--- config.mk ---
export PLATFORM = sky130hd
export DESIGN_NAME = pwr_iso_seq
export DESIGN_NICKNAME = d
export VERILOG_FILES = /design/src/rtl/pwr_iso_pkg.sv /design/src/rtl/pis_sync2.sv /design/src/rtl/pis_counter.sv /design/src/rtl/pis_fsm.sv /design/src/rtl/pwr_iso_seq.sv
export SDC_FILE = /design/constraint.sdc
export NUM_CORES = 1
export LEC_CHECK = 0
export ABC_AREA = 0
export BUFFER_PORTS_ARGS = -buffer_cell sky130_fd_sc_hd__buf_2
export CAP_MARGIN = 0
export CORE_MARGIN = 4
export CORE_UTILIZATION = 55
export CTS_CLUSTER_SIZE = 24
export DETAILED_ROUTE_END_ITERATION = 8
export GPL_TIMING_DRIVEN = 0
export PLACE_DENSITY = 0.83
export SYNTH_ARGS = -nofsm -noshare
export SYNTH_HDL_FRONTEND = slang
export SYNTH_SLANG_ARGS = --single-unit
export TNS_END_PERCENT = 30
--- constraint.sdc ---
create_clock -name clk -period 4.4 [get_ports clk]
set_input_delay 0.88 -clock clk [delete_from_list [all_inputs] [get_ports clk]]
set_output_delay 0.88 -clock clk [all_outputs]
set_load 0.02 [all_outputs]
--- src/rtl/pwr_iso_pkg.sv ---
package pwr_iso_pkg;
  typedef enum logic [2:0] {
    ST_ON     = 3'd0,
    ST_DRAIN  = 3'd1,
    ST_RST    = 3'd2,
    ST_OFF    = 3'd3,
    ST_PUP    = 3'd4,
    ST_SETTLE = 3'd5,
    ST_REL    = 3'd6,
    ST_ERR    = 3'd7
  } seq_state_e;
endpackage

--- src/rtl/pis_sync2.sv ---
module pis_sync2 #(
  parameter int W = 1
) (
  input  logic         clk,
  input  logic         rst_n,
  input  logic [W-1:0] d,
  output logic [W-1:0] q
);
  logic [W-1:0] meta_q;
  logic [W-1:0] sync_q;

  always_ff @(posedge clk or negedge rst_n) begin
    if (!rst_n) begin
      meta_q <= '0;
      sync_q <= '0;
    end else begin
      meta_q <= d;
      sync_q <= meta_q;
    end
  end

  assign q = sync_q;
endmodule

--- src/rtl/pis_counter.sv ---
module pis_counter #(
  parameter int W = 8
) (
  input  logic         clk,
  input  logic         rst_n,
  input  logic         clr,
  input  logic         en,
  output logic [W-1:0] cnt
);
  logic [W-1:0] cnt_q;
  logic [W-1:0] cnt_d;

  always_comb begin
    cnt_d = cnt_q;
    if (clr)     cnt_d = '0;
    else if (en) cnt_d = cnt_q + 1'b1;
  end

  always_ff @(posedge clk or negedge rst_n) begin
    if (!rst_n)        cnt_q <= '0;
    else if (clr | en) cnt_q <= cnt_d;
  end

  assign cnt = cnt_q;
endmodule

--- src/rtl/pis_fsm.sv ---
module pis_fsm
  import pwr_iso_pkg::*;
#(
  parameter int CNT_W = 8
) (
  input  logic             clk,
  input  logic             rst_n,
  input  logic             req_off,
  input  logic             req_on,
  input  logic             inflight_s,
  input  logic             pgood_s,
  input  logic [CNT_W-1:0] drain_limit,
  input  logic [CNT_W-1:0] settle_cnt,
  input  logic [CNT_W-1:0] cnt,
  output logic             cnt_clr,
  output logic             cnt_en,
  output seq_state_e       state,
  output logic             done
);
  seq_state_e state_q, state_d;
  logic       done_q, done_d;
  logic       moving;

  always_comb begin
    state_d = state_q;
    unique case (state_q)
      ST_ON:     if (req_off) state_d = ST_DRAIN;
      ST_DRAIN: begin
        if (!inflight_s)             state_d = ST_RST;
        else if (cnt == drain_limit) state_d = ST_ERR;
      end
      ST_RST:    state_d = ST_OFF;
      ST_OFF:    if (req_on) state_d = ST_PUP;
      ST_PUP:    if (pgood_s) state_d = ST_SETTLE;
      ST_SETTLE: if (cnt == settle_cnt) state_d = ST_REL;
      ST_REL:    state_d = ST_ON;
      ST_ERR: begin
        if (req_on)       state_d = ST_ON;
        else if (req_off) state_d = ST_DRAIN;
      end
      default:   state_d = ST_ON;
    endcase
  end

  assign moving  = (state_d != state_q);
  assign cnt_clr = moving;
  assign cnt_en  = !moving && (state_q == ST_DRAIN || state_q == ST_SETTLE);
  assign done_d  = moving && (state_d == ST_ON || state_d == ST_OFF);

  always_ff @(posedge clk or negedge rst_n) begin
    if (!rst_n) begin
      state_q <= ST_ON;
      done_q  <= 1'b0;
    end else begin
      state_q <= state_d;
      done_q  <= done_d;
    end
  end

  assign state = state_q;
  assign done  = done_q;
endmodule

--- src/rtl/pwr_iso_seq.sv ---
module pwr_iso_seq
  import pwr_iso_pkg::*;
#(
  parameter int CNT_W = 8
) (
  input  logic             clk,
  input  logic             rst_n,
  input  logic             req_off,
  input  logic             req_on,
  input  logic [CNT_W-1:0] drain_limit,
  input  logic [CNT_W-1:0] settle_cnt,
  input  logic             inflight_async,
  input  logic             pgood_async,
  output logic             allow,
  output logic             dom_rst_n,
  output logic             pwr_en,
  output logic             busy,
  output logic             done,
  output logic             err
);
  localparam int SYNC_W = 2;

  logic [SYNC_W-1:0] raw_in;
  logic [SYNC_W-1:0] sync_out;
  logic [CNT_W-1:0]  cnt;
  logic              cnt_clr;
  logic              cnt_en;
  seq_state_e        state;

  assign raw_in = {pgood_async, inflight_async};

  pis_sync2 #(.W(SYNC_W)) u_sync (
    .clk(clk), .rst_n(rst_n), .d(raw_in), .q(sync_out)
  );

  pis_counter #(.W(CNT_W)) u_cnt (
    .clk(clk), .rst_n(rst_n), .clr(cnt_clr), .en(cnt_en), .cnt(cnt)
  );

  pis_fsm #(.CNT_W(CNT_W)) u_fsm (
    .clk(clk), .rst_n(rst_n),
    .req_off(req_off), .req_on(req_on),
    .inflight_s(sync_out[0]), .pgood_s(sync_out[1]),
    .drain_limit(drain_limit), .settle_cnt(settle_cnt),
    .cnt(cnt), .cnt_clr(cnt_clr), .cnt_en(cnt_en),
    .state(state), .done(done)
  );

  always_comb begin
    allow     = (state == ST_ON);
    dom_rst_n = (state == ST_ON) || (state == ST_DRAIN) ||
                (state == ST_ERR) || (state == ST_REL);
    pwr_en    = (state != ST_OFF);
    busy      = (state == ST_DRAIN) || (state == ST_RST) || (state == ST_PUP) ||
                (state == ST_SETTLE) || (state == ST_REL);
    err       = (state == ST_ERR);
  end
endmodule

==> impl_metrics.py <==
metrics = {
    "cts": {
        "cts_setup_buffers": 0,
        "insertion_delay_ns": 0.30,
        "cts_tree": "built",
        "root_buffer": "clkbuf_4",
        "htreeDepth": 1,
        "path_clk_slew_ns": 0.10,
        "clock_path_buffers": 2,
        "cts_resized": 0,
        "numCtsBuffers": 3,
        "cts_hold_buf": 0,
        "clock-sinks": 16,
    },
    "final_layout": {
        "layout_common_cells": "buf_2 (27), xor2_1 (21), dfrtp_1 (16)",
        "fillers": 130,
        "num_antenna_cells": 0,
        "final_common_cell": "buf_2",
        "multi_input_area_um2": 618.1,
        "instances_no_fill": 162,
        "drive_gt1_frac": 0.3212,
        "fin_nets": 161,
        "regArea_um2": 400.4,
        "area_growth_pct": 18.86,
    },
    "power": {
        "power.internal_mw": 0.3628,
        "swShare": 0.4435,
        "clkPwrFrac": 0.153,
        "p_comb_frac": 0.542,
        "p_leak_nw": 0.6027,
        "powerDensity_nw_per_um2": 510.2,
        "power.total_mw": 0.6518,
        "peakVddDrop_v": 0.0003642,
        "power_frac_seq": 0.304,
        "p_switching_mw": 0.2890,
    },
    "synth": {
        "ys.flop_type": "dfrtp_1",
        "ys_types": 33,
        "syn_inst": 106,
        "synth_area_per_cell_um2": 10.14,
        "syn_area_um2": 1075,
        "syn_nets": 129,
        "ys_seq_elements": 16,
        "synth_edf_count": 0,
        "ys_seq_area_frac": 0.3725,
        "yosys_warnings": 0,
        "synthArstFlopShare": 1.000,
    },
    "setup_path": {
        "cp_top_family": "buffers and inverters",
        "critPathBufInv": 2,
        "path_cells": "buf_1 > nand2_1 > or2_2 > buf_2",
        "critPathMaxFanout": 10,
        "critical_path.startpoint_type": "flip-flop",
        "critPathMaxStageDelay_ns": 0.40,
        "cp_slowest_cell": "dfrtp_1",
        "end_kind": "output pin",
        "path_class": "flip-flop to output pin",
        "arrival_ns": 1.66,
        "cp.required_ns": 3.52,
    },
    "sta": {
        "finalCritPeriodShare": 0.5766,
        "finalHoldViolations": 0,
        "period_minus_slack_ns": 2.537,
        "grt_setup_unrepaired": "false",
        "max_freq_ghz": 0.3942,
        "worstMarginPinSlew_ns": 0.6164,
        "slew_headroom": 0.5868,
        "skew_ns": 0.01191,
        "finalSetupViolations": 0,
        "whs_ns": 0.3542,
        "worst_slack_ns": 1.863,
        "slew_violations": 0,
        "tns_ns": 0,
    },
    "placed_design": {
        "hpwlAfterDp_um": 1792,
        "io_buffer_count": 27,
        "dpl.cell_count": 158,
        "gp_congestion": 0.8771,
        "place_ws_ns": 1.895,
    },
    "detailed_routing": {
        "drtPass1Iterations": 4,
        "ant_nets": 0,
        "drtIter0Drc": 17,
        "via_per_inst": 5.599,
        "vias": 907,
        "totalWireLength_um": 2323,
        "routedWlPerCell_um": 14.34,
        "drc": 0,
    },
    "floorplan": {
        "fp.dieW_um": 52.21,
        "core-area_um2": 1783,
        "io-pin-count": 28,
        "die_area_um2": 2725,
        "die_y_um": 52.21,
        "rows": 15,
        "start_util": 0.6028,
    },
    "grt": {
        "grt.busiest_layer": "met2",
        "met1_usage": 0.2188,
        "met2_usage": 0.3305,
        "grt_first_pass_wirelength_um": 3774,
        "met3_usage": 0.03989,
        "grt_pass1_vias": 860,
        "grt_max_degree": 17,
        "overflow": 0,
        "grt_use_total": 0.1899,
        "antenna_found_initial": 0,
    },
    "job": {
        "cap_violations": 0,
    },
    "status": {
        "outcome": "complete, no violations",
    },
    "min_path": {
        "hold_path_class": "flip-flop to flip-flop",
    },
}
-- synthesized netlist by cell type (all sizes together), types with 2 or more instances --
| master | count | area [um2] |
|---|---|---|
| a21oi | 3 | 18.77 |
| and3 | 2 | 12.51 |
| buf | 4 | 37.53 |
| clkbuf | 3 | 11.26 |
| dfrtp | 16 | 400.4 |
| inv | 2 | 7.510 |
| mux2i | 2 | 20.02 |
| nand2 | 9 | 33.78 |
| nand2b | 2 | 12.51 |
| nand4 | 6 | 37.54 |
| nor2 | 4 | 15.01 |
| nor3 | 11 | 60.06 |
| nor4 | 4 | 58.81 |
| o21ai | 2 | 10.01 |
| xnor2 | 2 | 17.52 |
| xor2 | 22 | 200.2 |
-- through the flow --
step / area, um2 / util
2_1_floorplan: 1075 / -
3_3_place_gp: 1241 / 0.6961
3_5_place_dp: 1241 / 0.6961
4_1_cts: 1277 / 0.7165
5_1_grt: 1277 / 0.7165
6_report: 1277 / 0.7165
-- sequential cells by signal, indices dropped and copies added (netlist names) --
register and cells:
u_sync.q 2, u_fsm.done 1, u_fsm.state 3, u_sync.meta_q 2, u_cnt.cnt 8
-- power by group through the flow --
stage / clock, mW / combinational, mW / sequential, mW
after global placement: 0 / 0.343 / 0.199
final: 0.0999 / 0.354 / 0.198
after CTS: 0.102 / 0.353 / 0.198
after global routing: 0.106 / 0.389 / 0.202
after detailed placement: 0 / 0.352 / 0.201
after floorplan: 0 / 0.262 / 0.200
-- worst paths after layout --
| kind | to | cells past startpoint | slack (ns) | start |
|---|---|---|---|---|
| hold reg to reg | u_sync.q[1] | 0 | 0.35 | u_sync.meta_q[1] |
| max in group asynchronous | u_cnt.cnt[1] | 1 | 3.66 | rst_n |
| setup reg to reg | u_fsm.done | 5 | 2.41 | u_cnt.cnt[1] |
| hold / removal | u_sync.q[1] | 0 | 0.35 | u_sync.meta_q[1] |
| min in group asynchronous | u_fsm.state[0] | 1 | 0.47 | rst_n |
| setup / recovery | pwr_en | 4 | 1.86 | u_fsm.state[1] |
-- cell type report --
class,count,area share
clock buffers,4,0.02840
inverters,2,0.005877
well taps,25,0.02449
flip-flops and latches,16,0.3134
multi-input cells,81,0.4838
plain buffers,7,0.03820
repair buffers,27,0.1058
-- cells by family after synthesis --
family | after synthesis | share of synthesized area
AND/OR/NAND/NOR | 43 | 0.2491
XOR/XNOR | 24 | 0.2026
flip-flops | 16 | 0.3725
buffers and inverters | 9 | 0.05238
AO/OA/AOI/OAI | 10 | 0.06869
adder cells (fa/ha/maj) | 1 | 0.01164
multiplexers | 3 | 0.04308
-- metal layers --
layer,vias to the layer above,wire [um]
met1,433,982
met3,7,115
li1,436,-
met2,31,1174
met5,-,0
met4,0,51
Power figures use the tool's default switching activity.
